### src/rtl/erase_pkg.sv
`timescale 1ns/1ps
package erase_pkg;
    localparam int DW = 16;

    typedef enum logic [1:0] {PH_IDLE, PH_PRE, PH_ERS, PH_VFY} phase_e;
    typedef enum logic [1:0] {RM_ARRAY, RM_STATUS, RM_INFO} rmode_e;

    localparam logic [DW-1:0] CMD_RD_ARRAY  = 16'h00FF;
    localparam logic [DW-1:0] CMD_RD_STATUS = 16'h0070;
    localparam logic [DW-1:0] CMD_RD_INFO   = 16'h0090;
    localparam logic [DW-1:0] CMD_QUERY     = 16'h0098;
    localparam logic [DW-1:0] CMD_CLEAR     = 16'h0050;
    localparam logic [DW-1:0] CMD_SETUP     = 16'h0020;
    localparam logic [DW-1:0] CMD_CONFIRM   = 16'h00D0;
    localparam logic [DW-1:0] CMD_SUSPEND   = 16'h00B0;
endpackage

### src/rtl/erase_array.sv
`timescale 1ns/1ps
module erase_array #(
    parameter int NUM_BLOCKS  = 4,
    parameter int BLOCK_WORDS = 8,
    parameter logic [15:0] INIT_SEED = 16'hA5C3,
    localparam int WORDS = NUM_BLOCKS * BLOCK_WORDS,
    localparam int AW    = $clog2(WORDS),
    localparam int BKW   = $clog2(NUM_BLOCKS)
) (
    input  logic           clk,
    input  logic           rst_n,
    input  logic           fill_en,
    input  logic [BKW-1:0] fill_blk,
    input  logic [15:0]    fill_val,
    input  logic [AW-1:0]  rd_addr,
    output logic [15:0]    rd_data,
    input  logic [BKW-1:0] chk_blk,
    output logic           chk_ones
);
    typedef struct packed {
        logic [WORDS-1:0][15:0] mem;
    } arr_t;

    arr_t st_d, st_q;

    function automatic logic [15:0] seed_word(input int idx);
        logic [31:0] prod;
        prod = 32'(idx) * 32'h0000_0111;
        return INIT_SEED ^ prod[15:0];
    endfunction

    always_comb begin
        st_d = st_q;
        for (int i = 0; i < WORDS; i++) begin
            if (fill_en && (BKW'(i / BLOCK_WORDS) == fill_blk)) begin
                st_d.mem[i] = fill_val;
            end
        end
    end

    always_comb begin
        chk_ones = 1'b1;
        for (int i = 0; i < WORDS; i++) begin
            if ((BKW'(i / BLOCK_WORDS) == chk_blk) && (st_q.mem[i] != 16'hFFFF)) begin
                chk_ones = 1'b0;
            end
        end
    end

    assign rd_data = st_q.mem[rd_addr];

    always_ff @(posedge clk or negedge rst_n) begin
        if (!rst_n) begin
            for (int i = 0; i < WORDS; i++) begin
                st_q.mem[i] <= seed_word(i);
            end
        end else begin
            st_q <= st_d;
        end
    end


    ones_after_fill_chk: assert property (@(posedge clk) disable iff (!rst_n)
        (fill_en && fill_val == 16'hFFFF && chk_blk == fill_blk) |=> chk_ones);
endmodule

### src/rtl/erase_seq.sv
`timescale 1ns/1ps
module erase_seq
    import erase_pkg::*;
#(
    parameter int NUM_BLOCKS = 4,
    parameter int PRE_CYC    = 4,
    parameter int ERS_CYC    = 6,
    parameter int VFY_CYC    = 3,
    localparam int BKW  = $clog2(NUM_BLOCKS),
    localparam int MAXC = (PRE_CYC > ERS_CYC) ? ((PRE_CYC > VFY_CYC) ? PRE_CYC : VFY_CYC)
                                              : ((ERS_CYC > VFY_CYC) ? ERS_CYC : VFY_CYC),
    localparam int CW   = $clog2(MAXC + 1)
) (
    input  logic                  clk,
    input  logic                  rst_n,
    input  logic                  start_i,
    input  logic [BKW-1:0]        start_blk_i,
    input  logic                  vpp_ok_i,
    input  logic [NUM_BLOCKS-1:0] lock_i,
    input  logic                  blk_ones_i,
    output logic                  busy_o,
    output logic [BKW-1:0]        blk_o,
    output logic                  done_o,
    output logic                  err_vpp_o,
    output logic                  err_lock_o,
    output logic                  err_vfy_o,
    output logic                  fill_en_o,
    output logic [15:0]           fill_val_o
);
    typedef struct packed {
        phase_e         phase;
        logic [CW-1:0]  cnt;
        logic [BKW-1:0] blk;
    } seq_t;

    seq_t st_d, st_q;
    logic [CW-1:0] len_m1;

    always_comb begin
        case (st_q.phase)
            PH_PRE:  len_m1 = CW'(PRE_CYC - 1);
            PH_ERS:  len_m1 = CW'(ERS_CYC - 1);
            default: len_m1 = CW'(VFY_CYC - 1);
        endcase
    end

    always_comb begin
        st_d       = st_q;
        done_o     = 1'b0;
        err_vpp_o  = 1'b0;
        err_lock_o = 1'b0;
        err_vfy_o  = 1'b0;
        fill_en_o  = 1'b0;
        fill_val_o = 16'h0000;
        if (st_q.phase == PH_IDLE) begin
            if (start_i) begin
                st_d.phase = PH_PRE;
                st_d.cnt   = '0;
                st_d.blk   = start_blk_i;
            end
        end else if (!vpp_ok_i || lock_i[st_q.blk]) begin
            done_o     = 1'b1;
            err_vpp_o  = !vpp_ok_i;
            err_lock_o = lock_i[st_q.blk];
            st_d.phase = PH_IDLE;
            st_d.cnt   = '0;
        end else if (st_q.cnt != len_m1) begin
            st_d.cnt = st_q.cnt + 1'b1;
        end else begin
            st_d.cnt = '0;
            case (st_q.phase)
                PH_PRE: begin
                    fill_en_o  = 1'b1;
                    fill_val_o = 16'h0000;
                    st_d.phase = PH_ERS;
                end
                PH_ERS: begin
                    fill_en_o  = 1'b1;
                    fill_val_o = 16'hFFFF;
                    st_d.phase = PH_VFY;
                end
                default: begin
                    done_o     = 1'b1;
                    err_vfy_o  = !blk_ones_i;
                    st_d.phase = PH_IDLE;
                end
            endcase
        end
    end

    assign busy_o = (st_q.phase != PH_IDLE);
    assign blk_o  = st_q.blk;

    always_ff @(posedge clk or negedge rst_n) begin
        if (!rst_n) begin
            st_q <= '{phase: PH_IDLE, cnt: '0, blk: '0};
        end else begin
            st_q <= st_d;
        end
    end


    cnt_bound_chk: assert property (@(posedge clk) disable iff (!rst_n)
        busy_o |-> (st_q.cnt <= len_m1));


    pre_before_ers_chk: assert property (@(posedge clk) disable iff (!rst_n)
        (st_q.phase == PH_ERS && $past(st_q.phase) != PH_ERS) |-> ($past(st_q.phase) == PH_PRE));
endmodule

### src/rtl/flash_erase_ctrl.sv
`timescale 1ns/1ps
module flash_erase_ctrl
    import erase_pkg::*;
#(
    parameter int NUM_BLOCKS  = 4,
    parameter int BLOCK_WORDS = 8,
    parameter int NUM_PARTS   = 2,
    parameter int PRE_CYC     = 4,
    parameter int ERS_CYC     = 6,
    parameter int VFY_CYC     = 3,
    parameter logic [15:0] INIT_SEED = 16'hA5C3,
    localparam int WORDS = NUM_BLOCKS * BLOCK_WORDS,
    localparam int AW    = $clog2(WORDS),
    localparam int BKW   = $clog2(NUM_BLOCKS),
    localparam int PTW   = $clog2(NUM_PARTS)
) (
    input  logic                  clk,
    input  logic                  rst_n,
    input  logic                  wr_en,
    input  logic [AW-1:0]         wr_addr,
    input  logic [15:0]           wr_data,
    input  logic [AW-1:0]         rd_addr,
    output logic [15:0]           rd_data,
    input  logic [NUM_BLOCKS-1:0] blk_lock,
    input  logic                  vpp_ok,
    input  logic                  prog_susp
);
    typedef struct packed {
        logic                       pend;
        logic                       e_ers;
        logic                       e_seq;
        logic                       e_vpp;
        logic                       e_lock;
        rmode_e [NUM_PARTS-1:0]     rmode;
    } cui_t;

    cui_t st_d, st_q;

    logic           busy, done, err_vpp, err_lock, err_vfy;
    logic           fill_en, blk_ones, start;
    logic [15:0]    fill_val, arr_data, status;
    logic [BKW-1:0] seq_blk, wr_blk;
    logic [PTW-1:0] wr_part, rd_part;

    assign wr_blk  = wr_addr[AW-1 -: BKW];
    assign wr_part = wr_addr[AW-1 -: PTW];
    assign rd_part = rd_addr[AW-1 -: PTW];

    assign status = {8'h00, !busy, 1'b0, st_q.e_ers, st_q.e_seq, st_q.e_vpp, 1'b0, st_q.e_lock, 1'b0};

    always_comb begin
        st_d  = st_q;
        start = 1'b0;
        if (done) begin
            if (err_vpp)  begin st_d.e_vpp  = 1'b1; st_d.e_ers = 1'b1; end
            if (err_lock) begin st_d.e_lock = 1'b1; st_d.e_ers = 1'b1; end
            if (err_vfy)  st_d.e_ers = 1'b1;
        end
        if (wr_en) begin
            if (busy) begin
                case (wr_data)
                    CMD_RD_ARRAY:           st_d.rmode[wr_part] = RM_ARRAY;
                    CMD_RD_STATUS:          st_d.rmode[wr_part] = RM_STATUS;
                    CMD_RD_INFO, CMD_QUERY: st_d.rmode[wr_part] = RM_INFO;
                    default: ;
                endcase
            end else if (st_q.pend) begin
                st_d.pend = 1'b0;
                if (wr_data == CMD_CONFIRM && !prog_susp) begin
                    start               = 1'b1;
                    st_d.rmode[wr_part] = RM_STATUS;
                end else begin
                    st_d.e_seq = 1'b1;
                    st_d.e_ers = 1'b1;
                end
            end else begin
                case (wr_data)
                    CMD_RD_ARRAY:           st_d.rmode[wr_part] = RM_ARRAY;
                    CMD_RD_STATUS:          st_d.rmode[wr_part] = RM_STATUS;
                    CMD_RD_INFO, CMD_QUERY: st_d.rmode[wr_part] = RM_INFO;
                    CMD_CLEAR: begin
                        st_d.e_ers  = 1'b0;
                        st_d.e_seq  = 1'b0;
                        st_d.e_vpp  = 1'b0;
                        st_d.e_lock = 1'b0;
                    end
                    CMD_SETUP:              st_d.pend = 1'b1;
                    default: ;
                endcase
            end
        end
    end

    always_comb begin
        case (st_q.rmode[rd_part])
            RM_ARRAY:  rd_data = arr_data;
            RM_STATUS: rd_data = status;
            default:   rd_data = 16'h0000;
        endcase
    end

    always_ff @(posedge clk or negedge rst_n) begin
        if (!rst_n) begin
            st_q.pend   <= 1'b0;
            st_q.e_ers  <= 1'b0;
            st_q.e_seq  <= 1'b0;
            st_q.e_vpp  <= 1'b0;
            st_q.e_lock <= 1'b0;
            for (int p = 0; p < NUM_PARTS; p++) begin
                st_q.rmode[p] <= RM_ARRAY;
            end
        end else begin
            st_q <= st_d;
        end
    end

    erase_seq #(
        .NUM_BLOCKS (NUM_BLOCKS),
        .PRE_CYC    (PRE_CYC),
        .ERS_CYC    (ERS_CYC),
        .VFY_CYC    (VFY_CYC)
    ) i_seq (
        .clk         (clk),
        .rst_n       (rst_n),
        .start_i     (start),
        .start_blk_i (wr_blk),
        .vpp_ok_i    (vpp_ok),
        .lock_i      (blk_lock),
        .blk_ones_i  (blk_ones),
        .busy_o      (busy),
        .blk_o       (seq_blk),
        .done_o      (done),
        .err_vpp_o   (err_vpp),
        .err_lock_o  (err_lock),
        .err_vfy_o   (err_vfy),
        .fill_en_o   (fill_en),
        .fill_val_o  (fill_val)
    );

    erase_array #(
        .NUM_BLOCKS  (NUM_BLOCKS),
        .BLOCK_WORDS (BLOCK_WORDS),
        .INIT_SEED   (INIT_SEED)
    ) i_array (
        .clk      (clk),
        .rst_n    (rst_n),
        .fill_en  (fill_en),
        .fill_blk (seq_blk),
        .fill_val (fill_val),
        .rd_addr  (rd_addr),
        .rd_data  (arr_data),
        .chk_blk  (seq_blk),
        .chk_ones (blk_ones)
    );


    confirm_busy_chk: assert property (@(posedge clk) disable iff (!rst_n)
        (!busy && st_q.pend && wr_en && wr_data == CMD_CONFIRM && !prog_susp) |=> busy);


    vpp_abort_chk: assert property (@(posedge clk) disable iff (!rst_n)
        (busy && !vpp_ok) |=> (status[7] && status[3] && status[5]));


    lock_abort_chk: assert property (@(posedge clk) disable iff (!rst_n)
        (busy && vpp_ok && blk_lock[seq_blk]) |=> (status[7] && status[1] && status[5]));


    seq_err_chk: assert property (@(posedge clk) disable iff (!rst_n)
        (!busy && st_q.pend && wr_en && wr_data != CMD_CONFIRM) |=> (status[4] && status[5] && !busy));


    busy_clear_ignored_chk: assert property (@(posedge clk) disable iff (!rst_n)
        (busy && !done && wr_en && wr_data == CMD_CLEAR) |=> $stable(status[5:1]));


    idle_clear_chk: assert property (@(posedge clk) disable iff (!rst_n)
        (!busy && !st_q.pend && wr_en && wr_data == CMD_CLEAR) |=> (status[5:1] == 5'b0));
endmodule

### config.mk
export PLATFORM = sky130hd
export DESIGN_NAME = flash_erase_ctrl
export DESIGN_NICKNAME = d
export VERILOG_FILES = /design/src/rtl/erase_pkg.sv /design/src/rtl/erase_array.sv /design/src/rtl/erase_seq.sv /design/src/rtl/flash_erase_ctrl.sv
export SDC_FILE = /design/constraint.sdc
export NUM_CORES = 1
export LEC_CHECK = 0
export ABC_AREA = 1
export BUFFER_PORTS_ARGS = -buffer_cell sky130_fd_sc_hd__buf_4
export CAP_MARGIN = 40
export CELL_PAD_IN_SITES_DETAIL_PLACEMENT = 0
export CELL_PAD_IN_SITES_GLOBAL_PLACEMENT = 1
export CORE_MARGIN = 2
export CORE_UTILIZATION = 34
export CTS_CLUSTER_DIAMETER = 40
export DETAILED_ROUTE_END_ITERATION = 10
export PLACE_DENSITY_LB_ADDON = 0.1
export SYNTH_ARGS = -nofsm -noshare
export SYNTH_HDL_FRONTEND = slang
export SYNTH_SLANG_ARGS = --single-unit
### constraint.sdc
create_clock -name clk -period 1.7 [get_ports clk]
set_input_delay 0.34 -clock clk [delete_from_list [all_inputs] [get_ports clk]]
set_output_delay 0.34 -clock clk [all_outputs]
set_load 0.1 [all_outputs]
Yosys cells after proc, flatten, opt, wreduce, memory -nomap -nowiden. Index checks and enable logic that the tools add are counted.

Register bits: 528. Input port bits: 35. Word-level logic and storage cells: 252.

Add/subtract/negate cells: 1. Order comparisons: 5. Equal/unequal tests: 50. Mux-type cells: 90. Bitwise logic cells: 9. Reductions and logical operators: 55.

Operator list (count): inequality test 16 bit, second input constant (32); binary-select mux 16 bit (select 5 bit) (1); two-way mux 16 bit (5); equality test 16 x 8 -> 1 bit, second input constant (4); two-way mux 1 bit (60); logical AND 1 bit (38); equality test 16 x 7 -> 1 bit, second input constant (2); one-hot mux 16 bit (2 select lines) (1); two-way mux 4 bit (5); equality test 16 x 6 -> 1 bit, second input constant (1); two-way mux 2 bit (7); one-hot mux 4 bit (3 select lines) (1); two-way mux 5 bit (2); two-way mux 8 bit (1); AND reduction 2 bit (4); two-way mux 7 bit (1); zero test 2 bit (3); less-than comparator 5 x 6 -> 1 bit, second input constant (1); two-way mux 3 bit (2); inequality test 3 x 1 -> 1 bit, second input constant (2); one-hot mux 3 bit (2 select lines) (1); AND 2 bit (2); AND 4 bit (1); equality test 2 x 1 -> 1 bit, second input constant (2); 22 further kinds (31).

Logic depth before layout (Yosys ltp).
Depth after elaboration: 45. Gate-level depth with buffers: 13. Gate-level depth less buffers: 13.

By module. From an unflattened synthesis, not the netlist that was laid out.

Cells, all modules: 940. Area total of the unflattened synthesis: 6886.6 um^2.

Modules (own cells, without submodules): erase_array (instances 1, cells each 687, area an instance 5278.8 um^2); flash_erase_ctrl (instances 1, cells each 166, area an instance 962.2 um^2); erase_seq (instances 1, cells each 87, area an instance 645.6 um^2).

Least setup slack after synthesis. No wires, ideal clock.

Kind: reg2out. Start point: reg, netlist name i_array.st_q[506]. End point: out rd_data[12]. Arrival time: 3105 ps. Setup slack: -1745 ps. Stages on the path, launching flop included: 9. Cells stage by stage: dfstp_2 -> inv_1 -> o21ai_1 -> nand2_1 -> nand2_1 -> nand2_1 -> nand2_1 -> a21oi_1 -> nor3_1.

RTL lines: end: declaration (line flash_erase_ctrl.sv:23) `output logic [15:0] rd_data,`.

==> key figures <==
Floorplanning
  – Io pins: 51
  – Die area: 7260 µm²
  – Starting Density: 35.3%
  – Rows: 29
  – Core area: 6350 µm²
  – DIE WIDTH: 85.2 µm
  – Chip Height: 85.2 µm

Route
  – DRC violations left: 0
  – Routed vias/inst: 4.86
  – DRT Pass-1 Iters: 4
  – WL final: 7080 µm
  – Via count: 2668
  – Post-route ant nets: 0
  – 1st-iter DRT viols: 68
  – Post-DR wirelength/cell: 12.9 µm

Timing
  – Hold slack: 0.270 ns
  – Shortest period the worst path allows: 2.21 ns
  – Final setup viols: 18
  – RSZ-0062 raised after global routing: true
  – Final period util: 130%
  – Clk_skew: 0.00674 ns
  – Fin. max-slew vios: 0
  – Worst-margin pin slew: 0.529 ns
  – Hold Vio Cnt, Final: 0
  – Fmax: 0.452 GHz
  – Final WS setup: -0.513 ns
  – Setup total negative slack: -6.27 ns
  – Worst slew margin: 64.6%

Pwr
  – Logic pwr share: 52.1%
  – Flop pwr share: 29.2%
  – Static leakage: 1.86 nW
  – Sw frac: 41.1%
  – Maximum VDD drop: 463 µV
  – P per Cell Area: 521 nW/µm²
  – Clk pwr share: 18.7%
  – P_sw: 856 µW
  – Tot Pwr: 2.09 mW
  – Int Pwr: 1.23 mW

Clock tree
  – Clock Pin Slew Worst Setup and Hold Paths: 0.09 ns
  – CTS tree: built
  – Clk sinks: 24
  – Clock latency on the worst-skew pair: 0.27 ns
  – Inserted Clock Buffers: 3
  – CTS H-Tree Depth: 1
  – Clk root buf: clkbuf_8
  – Clk buf depth: 2

Placement
  – Hpwl dp: 5360 µm
  – Placed inst area: 3270 µm²
  – Gp weighted congestion: 0.830
  – Input/output buffers: 47

Global route
  – First-pass GRT wire length: 11400 µm
  – Vias in the first global route: 2523
  – Largest net degree at the start of global routing: 25
  – GRT Total Usage: 19.2%
  – Grt ovf: 0
  – Initial antenna violation count: 0

Yosys
  – Yosys reg bits: 24
  – Post-synth ARST share: 100%
  – Post-Syn Area: 2240 µm²
  – Mapped Cells: 365
  – Syn nets: 404
  – Syn Area/Cell: 6.14 µm²
  – Synth warn: 0
  – Top cell type by total area after synthesis: dfrtp_1
  – Post-synth EDFFs: 0
  – Synth top area cells: dfrtp_1, nand2_1, nor2_1
  – Sequential fraction of the synthesis area: 27.0%
  – Main synth FF type: dfrtp_1
  – Share of the synthesized area in the top cell type: 22.3%
  – Synth cell types: 36

Cells and area
  – Ratio of cells with drive above 1 in the final layout: 50.4%
  – Fillers: 582
  – Layout Area Growth over Synthesis: 78.6%
  – N_diodes: 0
  – Final Instance Area: 4010 µm²
  – Nets: 512

Critical path
  – CP most frequent cell: buf_4
  – CP Buf/Inv Count: 4
  – CP cell instances: inv_2 -> buf_4 -> buf_4 -> nand2_2 -> o211ai_1 -> a211oi_4 -> buf_12
  – Critical Path AT: 1.87 ns
  – Startpoint types: register
  – Endpoint type of the worst setup path: output pin
  – WP data required: 1.36 ns
  – Worst-path fanout max: 4
  – Crit path largest cell delay: 0.57 ns
  – Crit Path Class: reg -> out
  – Slowest cell on the critical path: dfstp_2
  – Delay-heaviest family, CP: flip-flops

Status
  – Status: finished, violations left
  – Violated checks: setup timing

Min path
  – Hold WC Path Type: in -> reg

Run
  – Max_cap viols: 0
==> kinds of logic after synthesis <==
logic type | after synthesis | share of synthesized area [%]
AO/OA/AOI/OAI | 67 | 16.1
flip-flops | 24 | 27.0
buffers and inverters | 49 | 8.76
XOR/XNOR | 4 | 1.56
adder cells (fa/ha/maj) | 4 | 2.23
AND/OR/NAND/NOR | 217 | 44.4
==> routing by layer <==
layer	GRT usage [%]	share of wire, %
met1	23.6	42
met2	35.8	53
met3	1.26	2.4
met4	5.19	2.0
met5	0	0
==> Yosys cell counts (2+ instances only) <==
cell type  number
o211ai_1        5
ha_1            4
nand3_1        20
dfrtp_1        20
o21ai_1        13
nor2_2          3
nor3_1          6
nor2_1         40
nand3_2         3
xor2_1          2
nand4_1         7
dfstp_2         4
a21oi_1        28
xnor2_1         2
buf_2           7
nor2_4          4
inv_2           5
nand2_4         2
o21ai_0        16
nand3_4         2
nand2_2         3
inv_1          33
nand2_1       122
o22ai_1         2
==> layout make-up <==
type | count | area (µm²) | share of cell area (%)
Inverter | 39 | 151 | 3.78
Timing Repair Buffer | 112 | 1100 | 27.4
Sequential cell | 24 | 606 | 15.1
Tap cell | 77 | 96.3 | 2.41
Clock buffer | 4 | 55.1 | 1.37
Multi-Input combinational cell | 293 | 2000 | 49.9
==> repair_timing <==
| action | CTS | global route |
|---|---|---|
| setup endpoints to repair | 28 | 30 |
| cloned | 1 | 0 |
| hold buffers | 1 | 0 |
| hold endpoints to repair | 20 | 0 |
| pin swaps | 32 | 44 |
| buffers inserted | 10 | 7 |
| gates resized for setup | 79 | 65 |
==> power by group through the flow <==
stage / clock, mW / sequential, mW / combinational (mW)
2_1_floorplan: 0 / 0.610 / 0.603
3_3_place_gp: 0 / 0.614 / 0.843
3_5_place_dp: 0 / 0.614 / 0.849
4_1_cts: 0.399 / 0.607 / 1.02
5_1_grt: 0.419 / 0.612 / 1.15
6_report: 0.391 / 0.609 / 1.09
==> tightest hold or removal path, cell delays in order <==
cell and delay [ns]:
buf_4 0.07, nand2_1 0.04, o21ai_0 0.05
==> stage by stage <==
step                std cells  worst slack (ns)  utilization [%]
floorplan                 365            -0.566                -
global placement          531            -0.240             51.5
detailed placement        531            -0.255             51.5
CTS                       545            -0.467             58.7
global route              549            -0.600             63.1
finish                    549            -0.513             63.1
==> final timing paths <==
check,startpoint,endpoint,slack (ns),cells past startpoint
setup / recovery,i_array.st_q[381],rd_data[2],-0.51,7
max in group asynchronous,rst_n,i_array.st_q[253],0.92,2
hold reg to reg,i_array.st_q[126],i_array.st_q[126],0.48,2
hold / removal,wr_addr[3],i_seq.blk_o[0],0.27,3
setup reg to reg,i_seq.st_q[5],i_array.st_q[126],-0.01,12
min in group asynchronous,rst_n,i_seq.st_q[6],0.49,2
==> registers in the layout (all words and copies together) (netlist names) <==
signal	count
i_seq.st_q	5
i_seq.blk_o	2
i_array.st_q	8
st_q	9
==> layout by cell type (no fill, tap or decap), types with 2 or more instances in the layout <==
cell type / count
nand2_1: 95
buf_4: 83
nor2_1: 31
inv_1: 22
nand2_2: 20
dfrtp_1: 20
buf_12: 17
inv_2: 15
a21oi_1: 14
nor2_4: 13
nand2_4: 12
nand3_1: 11
buf_6: 11
nand3_2: 10
o21ai_0: 8
o21ai_1: 8
a21oi_4: 8
o21ai_2: 7
a21oi_2: 7
nand4_1: 7
o21ai_4: 6
o211ai_1: 5
nor3_1: 4
nand3_4: 4
nor2_2: 4
clkbuf_8: 4
dfstp_2: 4
nor3_4: 3
o22ai_4: 2
inv_4: 2
xnor2_1: 2
ha_1: 2
ha_4: 2
(Power assumes the default switching activity.)
